### src/rtl/wdk_pkg.sv
package wdk_pkg;

    typedef enum logic [1:0] {
        KEY_NONE = 2'd0,
        KEY_DIS  = 2'd1,
        KEY_HALT = 2'd2
    } key_e;

    localparam logic [7:0] CMD_DISARM = 8'hB1;
    localparam logic [7:0] CMD_KICK   = 8'h4E;
    localparam logic [7:0] CMD_HALT   = 8'hDB;
    localparam logic [2:0] FIXED_BITS = 3'b011;

    typedef struct packed {
        logic       en;
        logic [1:0] per;
        logic [1:0] halt;
        key_e       key;
    } ctrl_t;

endpackage

### src/rtl/wdk_decode.sv
module wdk_decode
    import wdk_pkg::*;
#(
    parameter logic [7:0] ADDR_MST = 8'hF0,
    parameter logic [7:0] ADDR_CMD = 8'hF1
) (
    input  logic [7:0] io_addr,
    input  logic       io_wr,
    input  logic [7:0] io_wdata,
    output logic       mst_wr,
    output logic       key_wr,
    output key_e       key_nx,
    output logic       kick
);
    logic cmd_wr;

    always_comb begin
        mst_wr = io_wr && (io_addr == ADDR_MST);
        cmd_wr = io_wr && (io_addr == ADDR_CMD);
        key_wr = 1'b0;
        key_nx = KEY_NONE;
        kick   = 1'b0;
        if (cmd_wr) begin
            case (io_wdata)
                CMD_DISARM: begin key_wr = 1'b1; key_nx = KEY_DIS;  end
                CMD_HALT:   begin key_wr = 1'b1; key_nx = KEY_HALT; end
                CMD_KICK:   begin key_wr = 1'b1; kick   = 1'b1;     end
                default:    ;
            endcase
        end
    end
endmodule

### src/rtl/wdk_ctrl.sv
module wdk_ctrl
    import wdk_pkg::*;
(
    input  logic       clk,
    input  logic       rst_n,
    input  logic       mst_wr,
    input  logic [7:0] io_wdata,
    input  logic       key_wr,
    input  key_e       key_nx,
    output logic       en,
    output logic [1:0] per,
    output logic [1:0] halt,
    output key_e       key
);
    ctrl_t ctrl_d, ctrl_q;

    always_comb begin
        ctrl_d = ctrl_q;
        if (key_wr) begin
            ctrl_d.key = key_nx;
        end
        if (mst_wr) begin
            ctrl_d.per = io_wdata[6:5];
            if (io_wdata[7]) begin
                ctrl_d.en = 1'b1;
            end else if (ctrl_q.key == KEY_DIS) begin
                ctrl_d.en = 1'b0;
            end
            if (ctrl_q.key == KEY_HALT) begin
                ctrl_d.halt = io_wdata[4:3];
            end
            ctrl_d.key = KEY_NONE;
        end
    end

    always_ff @(posedge clk) begin
        if (!rst_n) begin
            ctrl_q <= '{en: 1'b1, per: 2'b00, halt: 2'b00, key: KEY_NONE};
        end else begin
            ctrl_q <= ctrl_d;
        end
    end

    assign en   = ctrl_q.en;
    assign per  = ctrl_q.per;
    assign halt = ctrl_q.halt;
    assign key  = ctrl_q.key;
endmodule

### src/rtl/wdk_count.sv
module wdk_count #(
    parameter int SPAN_LOG2_MIN = 16,
    parameter int CNT_W         = SPAN_LOG2_MIN + 6
) (
    input  logic             clk,
    input  logic             rst_n,
    input  logic             tick,
    input  logic             en,
    input  logic             kick,
    input  logic [1:0]       per,
    output logic [CNT_W-1:0] cnt,
    output logic             pulse
);
    typedef struct packed {
        logic [CNT_W-1:0] cnt;
        logic             pulse;
    } cnt_t;

    cnt_t cnt_d, cnt_q;
    logic [CNT_W-1:0] last_tab [4];
    logic hit;

    for (genvar g = 0; g < 4; g++) begin : g_span
        assign last_tab[g] = {CNT_W{1'b1}} >> (6 - 2 * g);
    end

    always_comb begin
        cnt_d       = cnt_q;
        cnt_d.pulse = 1'b0;
        hit         = (cnt_q.cnt >= last_tab[per]);
        if (!en || kick) begin
            cnt_d.cnt = '0;
        end else if (tick) begin
            if (hit) begin
                cnt_d.cnt   = '0;
                cnt_d.pulse = 1'b1;
            end else begin
                cnt_d.cnt = cnt_q.cnt + CNT_W'(1);
            end
        end
    end

    always_ff @(posedge clk) begin
        if (!rst_n) begin
            cnt_q <= '0;
        end else begin
            cnt_q <= cnt_d;
        end
    end

    assign cnt   = cnt_q.cnt;
    assign pulse = cnt_q.pulse;
endmodule

### src/rtl/wdk_watchdog.sv
module wdk_watchdog
    import wdk_pkg::*;
#(
    parameter logic [7:0] ADDR_MST      = 8'hF0,
    parameter logic [7:0] ADDR_CMD      = 8'hF1,
    parameter int         SPAN_LOG2_MIN = 16
) (
    input  logic       clk,
    input  logic       rst_n,
    input  logic       tick,
    input  logic [7:0] io_addr,
    input  logic       io_wr,
    input  logic       io_rd,
    input  logic [7:0] io_wdata,
    output logic [7:0] io_rdata,
    output logic       rst_req
);
    localparam int CNT_W = SPAN_LOG2_MIN + 6;

    logic             mst_wr;
    logic             key_wr;
    key_e             key_nx;
    logic             kick;
    logic             en;
    logic [1:0]       per;
    logic [1:0]       halt;
    key_e             key;
    logic [CNT_W-1:0] cnt;

    wdk_decode #(.ADDR_MST(ADDR_MST), .ADDR_CMD(ADDR_CMD)) u_decode (
        .io_addr  (io_addr),
        .io_wr    (io_wr),
        .io_wdata (io_wdata),
        .mst_wr   (mst_wr),
        .key_wr   (key_wr),
        .key_nx   (key_nx),
        .kick     (kick)
    );

    wdk_ctrl u_ctrl (
        .clk      (clk),
        .rst_n    (rst_n),
        .mst_wr   (mst_wr),
        .io_wdata (io_wdata),
        .key_wr   (key_wr),
        .key_nx   (key_nx),
        .en       (en),
        .per      (per),
        .halt     (halt),
        .key      (key)
    );

    wdk_count #(.SPAN_LOG2_MIN(SPAN_LOG2_MIN), .CNT_W(CNT_W)) u_count (
        .clk   (clk),
        .rst_n (rst_n),
        .tick  (tick),
        .en    (en),
        .kick  (kick),
        .per   (per),
        .cnt   (cnt),
        .pulse (rst_req)
    );

    always_comb begin
        io_rdata = 8'h00;
        if (io_rd && (io_addr == ADDR_MST)) begin
            io_rdata = {en, per, halt, FIXED_BITS};
        end
    end
endmodule

### config.mk
export PLATFORM = sky130hd
export DESIGN_NAME = wdk_watchdog
export DESIGN_NICKNAME = d
export VERILOG_FILES = /design/src/rtl/wdk_pkg.sv /design/src/rtl/wdk_decode.sv /design/src/rtl/wdk_ctrl.sv /design/src/rtl/wdk_count.sv /design/src/rtl/wdk_watchdog.sv
export SDC_FILE = /design/constraint.sdc
export NUM_CORES = 1
export LEC_CHECK = 0
export ABC_AREA = 1
export CAP_MARGIN = 15
export CELL_PAD_IN_SITES_DETAIL_PLACEMENT = 1
export CELL_PAD_IN_SITES_GLOBAL_PLACEMENT = 1
export CORE_MARGIN = 3
export CORE_UTILIZATION = 40
export DETAILED_ROUTE_END_ITERATION = 10
export PLACE_DENSITY_LB_ADDON = 0.15
export SYNTH_ARGS = -nofsm -noshare
export SYNTH_HDL_FRONTEND = slang
export SYNTH_SLANG_ARGS = --single-unit
### constraint.sdc
create_clock -name clk -period 4.4 [get_ports clk]
set_input_delay 0.88 -clock clk [delete_from_list [all_inputs] [get_ports clk]]
set_output_delay 0.88 -clock clk [all_outputs]
set_load 0.01 [all_outputs]
==> results by group, run 1 <==
Timing
  – Final slew viol count: 0
  – Sum Neg Setup Slack: 0 ns
  – Worst clock skew: around 0.003 ns
  – Final clock period utilization by the worst path: between 70% and 80%
  – Shortest period the worst path allows: between 3 and 4 ns
  – Final hold vios: 0
  – RSZ-0062 raised after global routing: no
  – F_max: 285.5 MHz
  – Final number of setup-violating endpoints: 0

Floorplanning
  – Full die area: between 0.005 and 0.006 mm2
  – Number of standard-cell rows in the floorplan: 23
  – IO Pins: 30
  – Chip height: between 70 and 80 um
  – DIE WIDTH: 73.49 um
  – Core outline area: roughly 0.0042 mm2
  – Initial Util: a little over two fifths

Place
  – Port Buffers: 28
  – Post-detailed-placement half-perimeter wirelength: 3657 um
  – Last weighted congestion value of the routability-driven placer: 0.7564

Setup path
  – Depth of the worst register-to-register path: 11
  – Path type of the worst setup path: in -> out
  – Capturing instance or port of the critical path: io_rdata[5]
  – Startpoint of the most critical register-to-register path: u_ctrl.per[1]$_SDFFE_PN0P_
  – R2R setup slack: between 2 and 3 ns
  – Type of destination of the critical path: primary output
  – WP data required: 3.52 ns
  – Critical path arrival: between 2 and 3 ns
  – Critical path origin: io_addr[7]
  – Reg2reg end: u_count.cnt[15]$_SDFFE_PP0P_
  – Startpoint class of the critical path: primary input
  – Maximum fanout encountered on the critical timing path: 6

Pwr
  – Switching power share of the total: 23.25%
  – Overall Power: 0.5499 mW
  – Power share of the combinational group: 7.3%
  – Internal power consumption: 0.4220 mW
  – Sequential cell fraction of total power: 50.2%
  – Clk pwr share: 42.5%
  – Net Sw Power: ~0.13 mW
  – Leakage component of the power: around 0.9 nW
  – Pwr per Cell Area: around 250 mW/mm2
  – Maximum resistive drop on vdd: about 0.16 mV

Detailed routing
  – Average routed wire per standard cell: 12.60 um
  – Drt first pass iters: 4
  – Starting DRT DRC Count: 43
  – Remaining routing DRC violations: 0
  – Detail Route Antenna Nets: 0
  – Total length of routed wires: 4573 um
  – Vias after detailed routing: 1771
  – Number of vias per cell after detailed routing: between 4 and 5

CTS
  – H-tree depth reported by CTS: 2
  – Setup repair bufs after CTS: 0
  – Number of clock sinks: 30
  – Cells resized by post-CTS repair: 0
  – Register clock-pin slew on the reported worst setup and hold paths: around 0.060 ns
  – Clk_lat worst skew: between 0.2 and 0.3 ns
  – Cts-stage hold buffer count: 0
  – CTS Buffer Depth: 2
  – Library cell used as clock root buffer: sky130_fd_sc_hd__clkbuf_8
  – TritonCTS clock tree: done
  – Number of clock buffers inserted by TritonCTS: 5

Layout
  – Multi-input gate area: just over 0.001 mm2
  – Antenna diode count: 0
  – Nets: ~340
  – FILL cells: 564
  – Final core utilization: between 50 and 60%
  – FF+latch area: roughly 600 um2
  – Area Overhead vs Synth: 21.15%
  – Layout cells sized above 1: under 10%

Synth
  – Synth Area in Adders: 3.434%
  – Synthesized-area fraction occupied by and/or/nand/nor cells: 42.45%
  – Ranking of synthesized cells by area: sky130_fd_sc_hd__dfxtp_1, sky130_fd_sc_hd__nand2_1, sky130_fd_sc_hd__nor2_1, sky130_fd_sc_hd__inv_1, sky130_fd_sc_hd__nand3_1
  – Post-synthesis xor/xnor area fraction: ~4.3%
  – Post-synth EDFFs: 0
  – Post-synthesis compound-gate area fraction: under 10%
  – Distinct cell type count of the synthesized netlist: 28
  – Sequential element share of the synthesized area: between 30 and 40%
  – Dominant cell type by area after synthesis: sky130_fd_sc_hd__dfxtp_1
  – Multiplexer area fraction after synthesis: 0.5495%
  – Combinational family with the most area after synthesis: simple AND/OR/NAND/NOR gates
  – Combined area of all synthesized cells: approximately 0.0018 mm2
  – Count of mapped cells out of synthesis: between 200 and 300
  – Top cell type's share of synthesized area: 32.97%
  – Post-Synthesis Net Count: between 300 and 400
  – Register bit count reported by yosys: 30
  – Async set-reset flop share out of synthesis: 0%
  – Ys Warns: 0
  – Most frequently used flop master after synthesis: sky130_fd_sc_hd__dfxtp_1
  – Synthesized area divided by synthesized cell count: 6.460 um2

Global route
  – Grt met1 use: 22.67%
  – Gr usage total: roughly 20%
  – Initial antenna violation count: 0
  – Maximum number of pins on one net before global-route repair: 21
  – Top Usage Layer GRT: met2
  – Gr ovfl total: 0
  – Wire length of the first global-routing pass: a little over 8000 um
  – M3 GR Usage: ~4.4%
  – Via count of the first global-routing pass: roughly 1.8k
  – GR met2 Demand/Resource: 35.33%

Run status
  – Outcome: complete, no violations

Hold path
  – Path type of the worst min-delay path: reg -> reg

Job
  – Max Cap Viol: 0
## area by class of cell
type	count	area share, %
Clock buffer	7	3.912
Tap cell	50	2.834
Clock inverter	1	0.2268
Sequential cell	30	27.21
Inverter	40	6.803
Timing Repair Buffer	28	12.70
Multi-Input combinational cell	207	46.32
## worst min-delay path by stage
stage	start	end	cells after the start	slack, ns
5_1_grt	u_ctrl.key[1]$_SDFFE_PP0P_	u_ctrl.key[1]$_SDFFE_PP0P_	2	0.51
2_1_floorplan	u_ctrl.key[1]$_SDFFE_PP0P_	u_ctrl.key[1]$_SDFFE_PP0P_	2	0.44
3_5_place_dp	u_ctrl.key[1]$_SDFFE_PP0P_	u_ctrl.key[1]$_SDFFE_PP0P_	2	0.46
4_1_cts	u_ctrl.key[1]$_SDFFE_PP0P_	u_ctrl.key[1]$_SDFFE_PP0P_	2	0.46
6_report	u_ctrl.key[1]$_SDFFE_PP0P_	u_ctrl.key[1]$_SDFFE_PP0P_	2	0.47
3_3_place_gp	u_ctrl.key[1]$_SDFFE_PP0P_	u_ctrl.key[1]$_SDFFE_PP0P_	2	0.46
## power by group through the flow
stage | clock network, mW | registers [mW] | logic (mW)
after floorplan | 0 | 0.282 | 0.0199
after global placement | 0 | 0.282 | 0.0398
after detailed placement | 0 | 0.282 | 0.0407
after CTS | 0.238 | 0.276 | 0.0410
after global routing | 0.251 | 0.276 | 0.0452
final | 0.234 | 0.276 | 0.0402
## layer usage
layer / vias to the layer above / share of wire (%) / wire length [um]
li1: 931 / - / -
met1: 821 / 45 / 2063
met2: 13 / 51 / 2342
met3: 6 / 2.2 / 101
met4: 0 / 1.4 / 66
met5: - / 0 / 0
## logic make-up (layout without fill, tap and decap cells)
group,Yosys count,in the layout
buffers and inverters,45,76
other,1,1
and+or+nand+nor,175,175
adders and majority gates,5,5
AOI/OAI and AO/OA,16,16
xor gates and xnor gates,9,9
DFF,30,30
muxes,1,1
## synthesized netlist by cell type, types with 2 or more instances
library cell	n
sky130_fd_sc_hd__nand3b_1	2
sky130_fd_sc_hd__nor3_1	5
sky130_fd_sc_hd__nand4_1	6
sky130_fd_sc_hd__dfxtp_1	30
sky130_fd_sc_hd__and2_1	2
sky130_fd_sc_hd__a21oi_1	6
sky130_fd_sc_hd__inv_1	40
sky130_fd_sc_hd__nand3_1	15
sky130_fd_sc_hd__ha_1	5
sky130_fd_sc_hd__nand2_1	74
sky130_fd_sc_hd__o21ai_0	5
sky130_fd_sc_hd__xor2_1	4
sky130_fd_sc_hd__nor2_4	3
sky130_fd_sc_hd__or2_2	2
sky130_fd_sc_hd__nor2_2	2
sky130_fd_sc_hd__buf_6	3
sky130_fd_sc_hd__nor2_1	58
sky130_fd_sc_hd__nand2_2	4
sky130_fd_sc_hd__buf_4	2
sky130_fd_sc_hd__o211a_1	2
sky130_fd_sc_hd__xnor2_1	5
## flip-flops by register name, indices dropped and copies added (netlist names)
name and flops:
u_ctrl.en 1, u_count.pulse 1, u_count.cnt 22, u_ctrl.key 2, u_ctrl.halt 2, u_ctrl.per 2
## through the flow
step / hold WS (ns) / area [um2] / cells / setup slack, ns
6_report: 0.4684 / 2207 / 363 / 0.8977
5_1_grt: 0.5098 / 2207 / 363 / 0.7319
4_1_cts: 0.4645 / 2207 / 363 / 0.8520
3_5_place_dp: 0.4550 / 2116 / 355 / 0.8468
3_3_place_gp: 0.4555 / 2116 / 355 / 0.9535
2_1_floorplan: 0.4366 / 1822 / 282 / 1.957
## cell usage in the layout, fill, tap and decap left out, drive strengths merged
master	n
dfxtp	30
nand3	16
nor2	63
clkbuf	7
inv	40
conb	1
o22ai	1
clkinv	1
o211a	2
xnor2	5
nand4	6
nand3b	2
or2	2
o211ai	1
xor2	4
mux2i	1
nand2	79
ha	5
and2	2
clkdlybuf4s50	28
o21ai	6
a21oi	6
nor3	5
## critical path, cell delays in order
cell and delay [ns]:
sky130_fd_sc_hd__clkdlybuf4s50_1 0.45, sky130_fd_sc_hd__nand2_1 0.05, sky130_fd_sc_hd__nor2_1 0.23, sky130_fd_sc_hd__nand3_1 0.28, sky130_fd_sc_hd__nor2_1 0.17, sky130_fd_sc_hd__clkdlybuf4s50_1 0.55
Note: power is estimated with default switching activity, not from simulation.
==> run 2, diff against run 1 <==
CORE_UTILIZATION = 33   (was 40)
clock period = 2.9 ns   (was 4.4 ns; I/O delays follow)
==> run 2 against run 1 <==
- core utilization is 9.7 points lower
- non-clock buffer count is 1 higher
- sequential share of layout area is 0.45 points lower
- via count is 1.4% lower
- sequential power is 52% higher
- sequential cell count stayed put
- setup slack worse by 0.69 ns
- clock skew is 0.0037 ns higher
- clock power is 54% higher
==> results by group, run 2 (synthesis results as in run 1) <==
Hold path
  – Path type of the worst min-delay path: reg -> reg
  – Worst hold stages: 2 (unchanged)
  – Worst-case hold path end point: u_ctrl.key[1]$_SDFFE_PP0P_
  – Worst Hold Launch: u_ctrl.key[1]$_SDFFE_PP0P_

Global route
  – Via count of the first global-routing pass: 1745 (-5.5%)
  – Gr ovfl total: 0 (unchanged)
  – Gr usage total: 15.50% (-4.1 points)
  – Wire length of the first global-routing pass: 7769 um (-4.9%)
  – Maximum number of pins on one net before global-route repair: 21 (unchanged)
  – Initial antenna violation count: 0 (unchanged)

Pwr
  – Internal power consumption: 0.6409 mW (+52%)
  – Clk pwr share: 42.9% (+0.4 points)
  – Pwr per Cell Area: 374.8 mW/mm2 (+50%)
  – Leakage component of the power: 0.9296 nW (+0.59%)
  – Sequential cell fraction of total power: 49.8% (-0.4 points)
  – Net Sw Power: 0.2003 mW (+57%)
  – Maximum resistive drop on vdd: 0.1689 mV (+3.2%)
  – Switching power share of the total: 23.81% (+0.56 points)
  – Power share of the combinational group: 7.3% (about the same)

Layout
  – Antenna diode count: 0 (unchanged)
  – Layout cells sized above 1: 7.006% (+0.62 points)
  – Commonest non-fill, non-tap cells in the layout: sky130_fd_sc_hd__nand2_1, sky130_fd_sc_hd__nor2_1, sky130_fd_sc_hd__inv_1, sky130_fd_sc_hd__dfxtp_1, sky130_fd_sc_hd__clkdlybuf4s50_1
  – Final core utilization: 42.86% (-9.7 points)
  – Leading cell type in the layout, fill and taps excluded: sky130_fd_sc_hd__nand2_1
  – Nets: 339 (+0.30%)
  – FILL cells: 711 (+26%)
  – Area Overhead vs Synth: 23.21%
  – Number of flip-flops in the largest register: 22 (unchanged)

Detailed routing
  – Routed length on met1: 2099 um (+1.7%)
  – Highest routed metal layer: met4
  – Total length of routed met3 wires: 112 um (+11%)
  – Drt first pass iters: 4 (unchanged)
  – Starting DRT DRC Count: 28 (-35%)
  – Detail Route Antenna Nets: 0 (unchanged)
  – Total length of routed wires: 4293 um (-6.1%)
  – Average routed wire per standard cell: 11.18 um (-11%)
  – Detailed route wirelength on metal2: 2001 um (-15%)
  – Number of vias per cell after detailed routing: 4.547 (-6.8%)
  – Remaining routing DRC violations: 0 (unchanged)
  – Vias after detailed routing: 1746 (-1.4%)

Floorplanning
  – Chip height: 80.30 um (+9.3%)
  – DIE WIDTH: 80.30 um (+9.3%)
  – Number of standard-cell rows in the floorplan: 26 (+13%)
  – Full die area: 0.006448 mm2 (+19%)
  – Initial Util: 34.78% (-8.6 points)
  – IO Pins: 30 (unchanged)
  – Core outline area: 0.005238 mm2 (+25%)

Timing
  – Shortest period the worst path allows: approximately 2.7 ns
  – Final clock period utilization by the worst path: between 90% and 100%
  – Final slew viol count: 0 (unchanged)
  – Sum Neg Setup Slack: 0 ns (unchanged)
  – Final hold vios: 0 (unchanged)
  – Worst setup slack after layout: 0.2114 ns (-0.6864 ns)
  – RSZ-0062 raised after global routing: no
  – Worst clock skew: 0.006655 ns (+0.003666 ns)
  – Final number of setup-violating endpoints: 0 (unchanged)
  – F_max: approximately 370 MHz

CTS
  – TritonCTS clock tree: done
  – Clk_lat worst skew: 0.28 ns (about the same)
  – H-tree depth reported by CTS: 2 (unchanged)
  – Setup repair bufs after CTS: 0 (unchanged)
  – CTS Buffer Depth: 2 (unchanged)
  – Number of clock buffers inserted by TritonCTS: 5 (unchanged)
  – Register clock-pin slew on the reported worst setup and hold paths: 0.06 ns (about the same)
  – Library cell used as clock root buffer: sky130_fd_sc_hd__clkbuf_8
  – Number of clock sinks: 30 (unchanged)

Setup path
  – WP data required: 2.32 ns (-1.20 ns)
  – Type of destination of the critical path: primary output
  – Critical path arrival: 2.11 ns (-0.51 ns)
  – Maximum fanout encountered on the critical timing path: 6 (unchanged)
  – Path type of the worst setup path: in -> out
  – Startpoint of the most critical register-to-register path: u_ctrl.per[0]$_SDFFE_PN0P_
  – Maximum cell stage delay along the critical path: 0.54 ns (about the same)
  – Startpoint class of the critical path: primary input
  – Depth of the worst register-to-register path: 11 (unchanged)
  – Reg2reg end: u_count.cnt[21]$_SDFFE_PP0P_
  – Worst-path cell chain: clkdlybuf4s50_1 -> nor2_1 -> and2_1 -> nand3_2 -> nor2_1 -> clkdlybuf4s50_1
  – CP max stage cell: sky130_fd_sc_hd__clkdlybuf4s50_1
  – R2R setup slack: 1.02 ns (-1.54 ns)

Place
  – Placement-stage worst setup slack: 0.09424 ns (-0.7526 ns)
  – Last weighted congestion value of the routability-driven placer: 0.7360 (-2.7%)
  – Post-detailed-placement half-perimeter wirelength: 3466 um (-5.2%)
  – Port Buffers: 28 (unchanged)

Job
  – Max Cap Viol: 0 (unchanged)

Run status
  – Outcome: complete, no violations
-- run 2: power groups by stage --
stage / combinational (mW) / clock [mW] / sequential (mW)
5_1_grt: 0.0697 / 0.399 / 0.419
3_5_place_dp: 0.0623 / 0 / 0.428
2_1_floorplan: 0.0303 / 0 / 0.427
4_1_cts: 0.0625 / 0.376 / 0.418
6_report: 0.0617 / 0.361 / 0.419
3_3_place_gp: 0.0614 / 0 / 0.428
-- run 2: area by class of cell --
type / count / area, um2 / share of cell area (%)
Sequential cell: 30 / 600.6 / 26.76
Clock inverter: 1 / 5.005 / 0.2230
Tap cell: 70 / 87.58 / 3.902
Multi-Input combinational cell: 207 / 1027 / 45.76
Clock buffer: 7 / 86.33 / 3.846
Inverter: 40 / 150.1 / 6.689
Timing Repair Buffer: 29 / 287.8 / 12.82
-- run 2: metrics by stage --
stage                     area, um2  hold slack, ns  power [mW]  std cells
after floorplan                1822          0.4366      0.4574        282
after CTS                      2240          0.4745      0.8565        384
after global placement         2148          0.4622      0.4892        376
final                          2245          0.4746      0.8412        384
after global routing           2245          0.4991      0.8877        384
after detailed placement       2148          0.4665      0.4903        376
-- run 2: layer usage --
metal,up-vias,global-route usage [%]
met5,-,0
met4,0,7.601
met3,6,3.139
met2,19,25.75
met1,789,18.92
li1,932,-
-- run 2: worst max-delay path, delay by kind of cell --
family	cells	cell delay [ns]
and+or+nand+nor	4	0.59
buffers and inverters	2	0.94
-- run 2: how the worst max path moves through the flow --
stage / startpoint / to
after global routing: io_addr[3] / io_rdata[3]
after global placement: io_addr[3] / io_rdata[6]
after floorplan: io_addr[3] / io_rdata[1]
after detailed placement: io_addr[3] / io_rdata[6]
after CTS: io_addr[3] / io_rdata[6]
final: io_addr[3] / io_rdata[5]
-- run 2: timing repair --
action | in CTS | in global routing
endpoints found under the setup margin | 0 | 5
hold endpoints to repair | 0 | 0
hold buffers | 0 | 0
gates resized for setup | 0 | 1
